## config.mk

```make
export PLATFORM = sky130hd
export DESIGN_NAME = pinbank_regs
export DESIGN_NICKNAME = d
export VERILOG_FILES = /design/src/rtl/pinbank_pkg.sv /design/src/rtl/pinbank_sync.sv /design/src/rtl/pinbank_bank.sv /design/src/rtl/pinbank_regs.sv
export SDC_FILE = /design/constraint.sdc
export NUM_CORES = 1
export LEC_CHECK = 0
export BUFFER_PORTS_ARGS = -buffer_cell sky130_fd_sc_hd__buf_4
export CAP_MARGIN = 20
export CORE_MARGIN = 2
export CORE_UTILIZATION = 50
export CTS_BUF_LIST = sky130_fd_sc_hd__clkbuf_2 sky130_fd_sc_hd__clkbuf_4 sky130_fd_sc_hd__clkbuf_8
export CTS_CLUSTER_DIAMETER = 60
export DETAILED_ROUTE_END_ITERATION = 6
export PLACE_DENSITY = 0.81
export SLEW_MARGIN = 20
export SYNTH_ARGS = -nofsm -noshare
export SYNTH_HDL_FRONTEND = slang
export SYNTH_SLANG_ARGS = --single-unit
```

## constraint.sdc

```tcl
create_clock -name clk -period 2 [get_ports clk]
set_input_delay 0.3 -clock clk [delete_from_list [all_inputs] [get_ports clk]]
set_output_delay 0.3 -clock clk [all_outputs]
set_load 0.02 [all_outputs]
```

## src/rtl/pinbank_pkg.sv

```systemverilog
`timescale 1ns/1ps
package pinbank_pkg;
    localparam int BANK_W     = 8;
    localparam int NUM_BANKS  = 2;
    localparam int ADDR_W     = 4;
    localparam int BANK_IDX_W = (NUM_BANKS > 1) ? $clog2(NUM_BANKS) : 1;
    localparam int KIND_W     = ADDR_W - BANK_IDX_W;
    localparam int PINS       = NUM_BANKS * BANK_W;

    typedef enum logic [KIND_W-1:0] {
        K_INPUT = 3'd0,
        K_POLAR = 3'd1,
        K_CFG   = 3'd2,
        K_PSEL  = 3'd3,
        K_DIR   = 3'd4,
        K_OUT   = 3'd5,
        K_MASK  = 3'd6,
        K_RSVD  = 3'd7
    } reg_kind_e;

    typedef struct packed {
        logic hold_en;
        logic pull_en;
    } bank_cfg_t;

    typedef struct packed {
        reg_kind_e              kind;
        logic [BANK_IDX_W-1:0]  bank;
    } reg_sel_t;

    typedef struct packed {
        logic [BANK_W-1:0] pol;
        logic [BANK_W-1:0] psel;
        logic [BANK_W-1:0] dir;
        logic [BANK_W-1:0] outv;
        logic [BANK_W-1:0] mask;
        logic [BANK_W-1:0] snap;
        bank_cfg_t         cfg;
    } bank_state_t;

    localparam bank_state_t BANK_RESET = '{
        pol:  '0,
        psel: '1,
        dir:  '1,
        outv: '0,
        mask: '1,
        snap: '0,
        cfg:  '{hold_en: 1'b0, pull_en: 1'b0}
    };

    function automatic reg_sel_t decode_addr(input logic [ADDR_W-1:0] a);
        reg_sel_t s;
        s.kind = reg_kind_e'(a[ADDR_W-1:BANK_IDX_W]);
        s.bank = a[BANK_IDX_W-1:0];
        return s;
    endfunction

    function automatic logic [BANK_W-1:0] cfg_to_byte(input bank_cfg_t c);
        logic [BANK_W-1:0] r;
        r = '0;
        r[1] = c.hold_en;
        r[0] = c.pull_en;
        return r;
    endfunction

    function automatic bank_cfg_t byte_to_cfg(input logic [BANK_W-1:0] b);
        bank_cfg_t c;
        c.hold_en = b[1];
        c.pull_en = b[0];
        return c;
    endfunction

    function automatic logic writable(input reg_kind_e k);
        return (k != K_INPUT) && (k != K_RSVD);
    endfunction
endpackage

```

## src/rtl/pinbank_sync.sv

```systemverilog
`timescale 1ns/1ps
module pinbank_sync #(
    parameter int W = 8
) (
    input  logic         clk,
    input  logic         rst,
    input  logic [W-1:0] d,
    output logic [W-1:0] q_meta,
    output logic [W-1:0] q
);
    always_ff @(posedge clk) begin
        if (rst) begin
            q_meta <= '0;
            q      <= '0;
        end else begin
            q_meta <= d;
            q      <= q_meta;
        end
    end
endmodule

```

## src/rtl/pinbank_bank.sv

```systemverilog
`timescale 1ns/1ps
module pinbank_bank
    import pinbank_pkg::*;
(
    input  logic              clk,
    input  logic              rst,
    input  logic              wr_en,
    input  reg_kind_e         wr_kind,
    input  logic [BANK_W-1:0] wr_data,
    input  reg_kind_e         rd_kind,
    output logic [BANK_W-1:0] rd_data,
    input  logic              capture,
    input  logic [BANK_W-1:0] pin_in,
    output logic [BANK_W-1:0] pin_out,
    output logic [BANK_W-1:0] pin_oe,
    output logic [BANK_W-1:0] pull_up_en,
    output logic [BANK_W-1:0] pull_dn_en,
    output logic              hold_en,
    output logic              irq
);
    bank_state_t       st_q, st_d;
    logic [BANK_W-1:0] lvl_meta, lvl;
    logic              out_wr;

    pinbank_sync #(.W(BANK_W)) u_sync (
        .clk    (clk),
        .rst    (rst),
        .d      (pin_in),
        .q_meta (lvl_meta),
        .q      (lvl)
    );

    assign out_wr = wr_en && (wr_kind == K_OUT);

    always_comb begin
        st_d = st_q;
        if (wr_en) begin
            case (wr_kind)
                K_POLAR: st_d.pol  = wr_data;
                K_CFG:   st_d.cfg  = byte_to_cfg(wr_data);
                K_PSEL:  st_d.psel = wr_data;
                K_DIR:   st_d.dir  = wr_data;
                K_OUT:   st_d.outv = wr_data;
                K_MASK:  st_d.mask = wr_data;
                default: ;
            endcase
        end
        if (capture) st_d.snap = lvl;
    end

    always_ff @(posedge clk) begin
        if (rst) st_q <= BANK_RESET;
        else     st_q <= st_d;
    end

    always_comb begin
        case (rd_kind)
            K_INPUT: rd_data = lvl ^ st_q.pol;
            K_POLAR: rd_data = st_q.pol;
            K_CFG:   rd_data = cfg_to_byte(st_q.cfg);
            K_PSEL:  rd_data = st_q.psel;
            K_DIR:   rd_data = st_q.dir;
            K_OUT:   rd_data = st_q.outv;
            K_MASK:  rd_data = st_q.mask;
            default: rd_data = '0;
        endcase
    end

    assign pin_out    = st_q.outv;
    assign pin_oe     = ~st_q.dir;
    assign pull_up_en = {BANK_W{st_q.cfg.pull_en}} & st_q.psel;
    assign pull_dn_en = {BANK_W{st_q.cfg.pull_en}} & ~st_q.psel;
    assign hold_en    = st_q.cfg.hold_en;
    assign irq        = |((lvl ^ st_q.snap) & ~st_q.mask);

    // defaults on the pin side right after reset
    assert_reset_state_R8: assert property (@(posedge clk)
        $past(rst) |-> (pin_oe == '0) && (pin_out == '0) && !hold_en
                       && (pull_up_en == '0) && (pull_dn_en == '0));

    // output latch only moves on an output write
    assert_out_hold_R3: assert property (@(posedge clk) disable iff (rst)
        !out_wr |=> $stable(pin_out));

    // a fully masked bank cannot interrupt
    assert_mask_quiet_R9: assert property (@(posedge clk) disable iff (rst)
        (st_q.mask == '1) |-> !irq);

    // a snapshot with settled pins clears the request
    assert_read_clears_R10: assert property (@(posedge clk) disable iff (rst)
        (capture && (lvl_meta == lvl) && !wr_en) |=> !irq);
endmodule

```

## src/rtl/pinbank_regs.sv

```systemverilog
`timescale 1ns/1ps
module pinbank_regs
    import pinbank_pkg::*;
(
    input  logic                 clk,
    input  logic                 rst,
    input  logic                 ext_rst_n,
    input  logic [ADDR_W-1:0]    reg_addr,
    input  logic                 wr_en,
    input  logic [BANK_W-1:0]    wr_data,
    input  logic                 rd_en,
    output logic [BANK_W-1:0]    rd_data,
    input  logic [PINS-1:0]      pin_in,
    output logic [PINS-1:0]      pin_out,
    output logic [PINS-1:0]      pin_oe,
    output logic [PINS-1:0]      pull_up_en,
    output logic [PINS-1:0]      pull_dn_en,
    output logic [NUM_BANKS-1:0] hold_en,
    output logic                 int_n
);
    logic                 rst_all;
    reg_sel_t             sel;
    logic [BANK_W-1:0]    bank_rd [NUM_BANKS];
    logic [NUM_BANKS-1:0] bank_irq;

    assign rst_all = rst | ~ext_rst_n;
    assign sel     = decode_addr(reg_addr);

    for (genvar b = 0; b < NUM_BANKS; b++) begin : g_bank
        logic hit;
        assign hit = (sel.bank == BANK_IDX_W'(b));

        pinbank_bank u_bank (
            .clk        (clk),
            .rst        (rst_all),
            .wr_en      (wr_en && hit && writable(sel.kind)),
            .wr_kind    (sel.kind),
            .wr_data    (wr_data),
            .rd_kind    (sel.kind),
            .rd_data    (bank_rd[b]),
            .capture    (rd_en && hit && (sel.kind == K_INPUT)),
            .pin_in     (pin_in[b*BANK_W +: BANK_W]),
            .pin_out    (pin_out[b*BANK_W +: BANK_W]),
            .pin_oe     (pin_oe[b*BANK_W +: BANK_W]),
            .pull_up_en (pull_up_en[b*BANK_W +: BANK_W]),
            .pull_dn_en (pull_dn_en[b*BANK_W +: BANK_W]),
            .hold_en    (hold_en[b]),
            .irq        (bank_irq[b])
        );
    end

    assign rd_data = bank_rd[sel.bank];
    assign int_n   = ~|bank_irq;

    // reserved locations read zero
    assert_rsvd_zero_R7: assert property (@(posedge clk) disable iff (rst_all)
        (sel.kind == K_RSVD) |-> (rd_data == '0));
endmodule

```

==> impl_metrics.prom <==
# TYPE chip_impl_metric gauge
chip_impl_metric{name="timing.critical_path.arrival",unit="ns"} 1.92
chip_impl_metric{name="power.static_leakage",unit="nW"} 3.34
chip_impl_metric{name="irDropWorstVdd",unit="V"} 0.000588
chip_impl_metric{name="r2r_setup_slack",unit="ns"} 1.19
chip_impl_metric{name="min_delay_path_depth",unit=""} 2
chip_impl_metric{name="maxSlewHeadroom",unit="%"} 62.0
chip_impl_metric{name="multiInputGateArea",unit="um2"} 3410
chip_impl_metric{name="die-height",unit="um"} 116
chip_impl_metric{name="finalCriticalPeriod",unit="ns"} 2.22
chip_impl_metric{name="i_o_pin_count",unit=""} 108
chip_impl_metric{name="post-place-cells",unit=""} 1002
chip_impl_metric{name="pre_cts_ws",unit="ns"} -0.0551
chip_impl_metric{name="post_synthesis_cells",unit=""} 750
chip_impl_metric{name="yosysUniqueCellTypes",unit=""} 58
chip_impl_metric{name="stdcell_count",unit=""} 1036
chip_impl_metric{name="aggregate_global_routing_overflow",unit=""} 0
chip_impl_metric{name="cts_inserted_buffers",unit=""} 17
chip_impl_info{name="cts.root.buffer_cell",value="clkbuf_8"} 1
chip_impl_metric{name="synth.avg_cell_area",unit="um2"} 8.32
chip_impl_metric{name="critical_path.max_fanout",unit=""} 3
chip_impl_metric{name="initial_core_util",unit="%"} 51.5
chip_impl_info{name="crit_chain",value="xnor2_2 -> o22ai_1 -> or4_4 -> nor2_4 -> buf_6"} 1
chip_impl_metric{name="synth_enable_flop_cells",unit=""} 0
chip_impl_metric{name="cp.required",unit="ns"} 1.70
chip_impl_metric{name="clkLatencyLatePin",unit="ns"} 0.45
chip_impl_info{name="tritoncts",value="yes"} 1
chip_impl_metric{name="regArea",unit="um2"} 2720
chip_impl_metric{name="switching_power",unit="mW"} 1.54
chip_impl_metric{name="grt_first_pass_wirelength",unit="mm"} 29.5
chip_impl_metric{name="cap_viol_max_count",unit=""} 0
chip_impl_metric{name="cts.clk_slew.worst_paths",unit="ns"} 0.08
chip_impl_metric{name="vias_cell",unit=""} 5.51
chip_impl_metric{name="power.density_cell_area",unit="nW/um2"} 695
chip_impl_info{name="highest-signal-layer",value="met4"} 1
chip_impl_metric{name="grt_pass1_vias",unit=""} 5381
chip_impl_metric{name="synth-async-reset-ratio",unit="%"} 0
chip_impl_metric{name="share_seq_of_total_power",unit="%"} 47.4
chip_impl_info{name="grt_setup_unrepaired",value="yes"} 1
chip_impl_metric{name="insertedDiodeCount",unit=""} 0
chip_impl_metric{name="dpl.hpwl",unit="mm"} 13.7
chip_impl_metric{name="postSynthNetCount",unit=""} 783
chip_impl_metric{name="internal_power_of_the_cells",unit="mW"} 4.08
chip_impl_info{name="min-delay-start",value="pin_in[5]"} 1
chip_impl_metric{name="area_growth",unit="%"} 29.6
chip_impl_metric{name="design.core.area",unit="um2"} 12100
chip_impl_metric{name="power.clock.fraction",unit="%"} 41.7
chip_impl_metric{name="clock-skew-final",unit="ns"} 0.00670
chip_impl_metric{name="drtAntennaViolNets",unit=""} 0
chip_impl_metric{name="first_iter_violations",unit=""} 543
chip_impl_metric{name="final.period_utilization",unit="%"} 111
chip_impl_metric{name="report.final.slew_viol_count",unit=""} 0
chip_impl_info{name="hold_removal_path_class",value="primary input to flop"} 1
chip_impl_metric{name="tightest_slew",unit="ns"} 0.567
chip_impl_metric{name="netlist_area",unit="um2"} 6240
chip_impl_metric{name="antenna_violations_before_repair",unit=""} 0
chip_impl_metric{name="post_cts_hold_buffer_count",unit=""} 0
chip_impl_metric{name="report.final.setup_viol",unit=""} 6
chip_impl_info{name="critPathLaunchType",value="flop"} 1
chip_impl_metric{name="routed_wl",unit="mm"} 19.1
chip_impl_metric{name="layout-drive-gt1-share",unit="%"} 33.2
chip_impl_metric{name="routed-wl-met2",unit="mm"} 8.96
chip_impl_metric{name="vias",unit=""} 5705
chip_impl_info{name="hold_end",value="g_bank[0].u_bank.u_sync.q_meta[5]"} 1
chip_impl_info{name="critPathCaptureType",value="output port"} 1
chip_impl_metric{name="share_comb_of_total_power",unit="%"} 11.0
chip_impl_metric{name="slowest_delay",unit="ns"} 0.56
chip_impl_metric{name="r2r.worst_path.cells",unit=""} 3
chip_impl_metric{name="clock-sinks",unit=""} 132
chip_impl_info{name="critical_path.reg2reg.endpoint",value="g_bank[1].u_bank.st_q[0]"} 1
chip_impl_metric{name="io_buffer_count",unit=""} 107
chip_impl_metric{name="fp.dieArea",unit="um2"} 13400
chip_impl_metric{name="firstDrtPassIters",unit=""} 5
chip_impl_metric{name="place_congestion",unit=""} 1.02
chip_impl_metric{name="drt_drc_violations_left",unit=""} 0
chip_impl_metric{name="seq_area_frac_synth",unit="%"} 42.3
chip_impl_metric{name="ys_ff_latch",unit=""} 132
chip_impl_metric{name="fp-row-count",unit=""} 40
chip_impl_metric{name="nNetsFinal",unit=""} 888
chip_impl_metric{name="ys.warnings.count",unit=""} 0
chip_impl_metric{name="grt_start_max_net_pins",unit=""} 53
chip_impl_metric{name="global_route.usage.total",unit="%"} 29.5
chip_impl_metric{name="floorplan.die.width",unit="um"} 116
chip_impl_metric{name="total_count_of_hold_check_failures_in_the_final_report",unit=""} 0
chip_impl_info{name="dominantRegCellSynth",value="dfxtp_1"} 1
chip_impl_info{name="setup.worst_path.class",value="flop to output port"} 1
chip_impl_metric{name="power_switching_share",unit="%"} 27.4
chip_impl_metric{name="cts_max_path_buffers",unit=""} 2
chip_impl_info{name="cp_top_family",value="simple AND/OR/NAND/NOR gates"} 1
chip_impl_info{name="failing_checks",value="negative setup slack"} 1
chip_impl_metric{name="fillCellCount",unit=""} 1037
chip_impl_metric{name="met3RoutedLength",unit="mm"} 1.74
chip_impl_metric{name="cts_htree_levels",unit=""} 4
chip_impl_metric{name="wire_per_inst",unit="um"} 18.5
chip_impl_metric{name="path_buf_inv",unit=""} 1
chip_impl_metric{name="clock.fmax",unit="MHz"} 451
chip_impl_info{name="outcome",value="finished with violations"} 1
chip_impl_info{name="reg2reg_from",value="g_bank[1].u_bank.st_q[0]"} 1
chip_impl_metric{name="route.layer.met1.wl",unit="mm"} 7.81
chip_impl_metric{name="finalWorstSetupSlack",unit="ns"} -0.218
chip_impl_info{name="critPathSlowestCell",value="or4_4"} 1
[synthesized netlist by cell type, types with 14 or more instances]
| master | number | area share (%) |
|---|---|---|
| buf_2 | 14 | 1.1 |
| nand2_1 | 114 | 6.9 |
| nor2b_1 | 31 | 3.1 |
| mux2i_1 | 36 | 5.8 |
| o21ai_0 | 31 | 2.5 |
| nand2b_1 | 14 | 1.4 |
| and2_1 | 49 | 4.9 |
| a21oi_1 | 34 | 2.7 |
| o211ai_1 | 23 | 2.8 |
| buf_4 | 22 | 2.6 |
| inv_1 | 20 | 1.2 |
| nor2_1 | 39 | 2.3 |
| dfxtp_1 | 132 | 42 |
| xnor2_1 | 26 | 3.6 |
| nand3_1 | 44 | 3.5 |
| clkbuf_1 | 31 | 1.9 |
[layer usage]
metal,vias to the layer above,track usage [%]
met5,-,0
met2,270,47.4
met3,46,7.43
met4,0,13.0
met1,2656,37.8
li1,2733,-
[registers in the layout, summed over array words and instances (netlist names)]
register	cells
g_bank.u_bank.hold_en	2
g_bank.u_bank.u_sync.q	16
g_bank.u_bank.pin_out	16
g_bank.u_bank.st_q	82
g_bank.u_bank.u_sync.q_meta	16
[area by class of cell]
class / instances / share of cell area, %
Multi-Input combinational cell: 523 / 42.2
Sequential cell: 132 / 33.6
Timing Repair Buffer: 159 / 15.4
Clock buffer: 18 / 3.06
Tap cell: 168 / 2.60
Clock inverter: 14 / 2.06
Inverter: 22 / 1.05
[how the worst max path moves through the flow]
stage,startpoint,to,slack [ns],depth (start not counted)
floorplan,reg_addr[3],rd_data[1],0.04,5
global placement,reg_addr[1],rd_data[1],-0.08,6
detailed placement,reg_addr[1],rd_data[1],-0.06,6
CTS,g_bank[0].u_bank.st_q[49],rd_data[7],-0.21,5
global route,g_bank[0].u_bank.st_q[2],int_n,-0.26,5
finish,g_bank[1].u_bank.u_sync.q[0],int_n,-0.22,5
[placed cells by master, fill, tap and decap left out, types with 3 or more instances in the layout]
| cell | instances |
|---|---|
| a211oi_2 | 5 |
| a21oi_1 | 32 |
| a221oi_1 | 3 |
| a31o_2 | 3 |
| and2_1 | 49 |
| buf_4 | 149 |
| buf_6 | 8 |
| clkbuf_8 | 18 |
| clkinvlp_4 | 3 |
| dfxtp_1 | 96 |
| dfxtp_2 | 23 |
| dfxtp_4 | 13 |
| inv_1 | 18 |
| inv_6 | 5 |
| mux2_2 | 3 |
| mux2i_1 | 34 |
| nand2_1 | 114 |
| nand2b_1 | 12 |
| nand3_1 | 44 |
| nand3b_1 | 7 |
| nor2_1 | 38 |
| nor2b_1 | 28 |
| nor3_1 | 5 |
| o211ai_1 | 23 |
| o21ai_0 | 26 |
| o21ai_1 | 4 |
| o22ai_1 | 8 |
| or3_1 | 3 |
| xnor2_1 | 14 |
| xnor2_2 | 11 |
[stage by stage]
stage	hold WS (ns)	utilization, %	instance area [um2]	setup TNS [ns]	power [mW]
finish	0.0412	66.8	8090	-0.593	5.62
global route	0.0282	66.8	8090	-0.965	5.81
CTS	0.0178	64.6	7820	-0.953	5.60
detailed placement	0.411	60.0	7270	-0.159	3.29
global placement	0.408	60.0	7270	-0.101	3.29
floorplan	0.406	-	6240	0	3.05
[power groups by stage]
| stage | clock, mW | combinational, mW | sequential [mW] |
|---|---|---|---|
| 2_1_floorplan | 0 | 0.323 | 2.73 |
| 3_3_place_gp | 0 | 0.552 | 2.74 |
| 3_5_place_dp | 0 | 0.555 | 2.74 |
| 4_1_cts | 2.36 | 0.568 | 2.67 |
| 5_1_grt | 2.49 | 0.653 | 2.67 |
| 6_report | 2.34 | 0.617 | 2.66 |
[worst reg2reg max path: stages (launching register included)]
cell and delay, ns:
dfxtp_1 0.34, buf_4 0.17, mux2i_1 0.15, nor2_1 0.05
[kinds of logic after synthesis]
logic type | after synthesis | share of synthesized area [%]
flip-flops | 132 | 42.3
XOR/XNOR | 27 | 3.79
AND/OR/NAND/NOR | 324 | 26.0
multiplexers | 39 | 6.31
buffers and inverters | 95 | 7.68
AO/OA/AOI/OAI | 133 | 13.9
[what timing repair did]
item	4_1_cts	5_1_grt
buffers inserted	1	2
resized for setup	49	65
endpoints found under the hold margin	0	0
setup endpoints to repair	9	9
pin swaps	14	24
No activity file was read; power rests on OpenSTA's default activity.
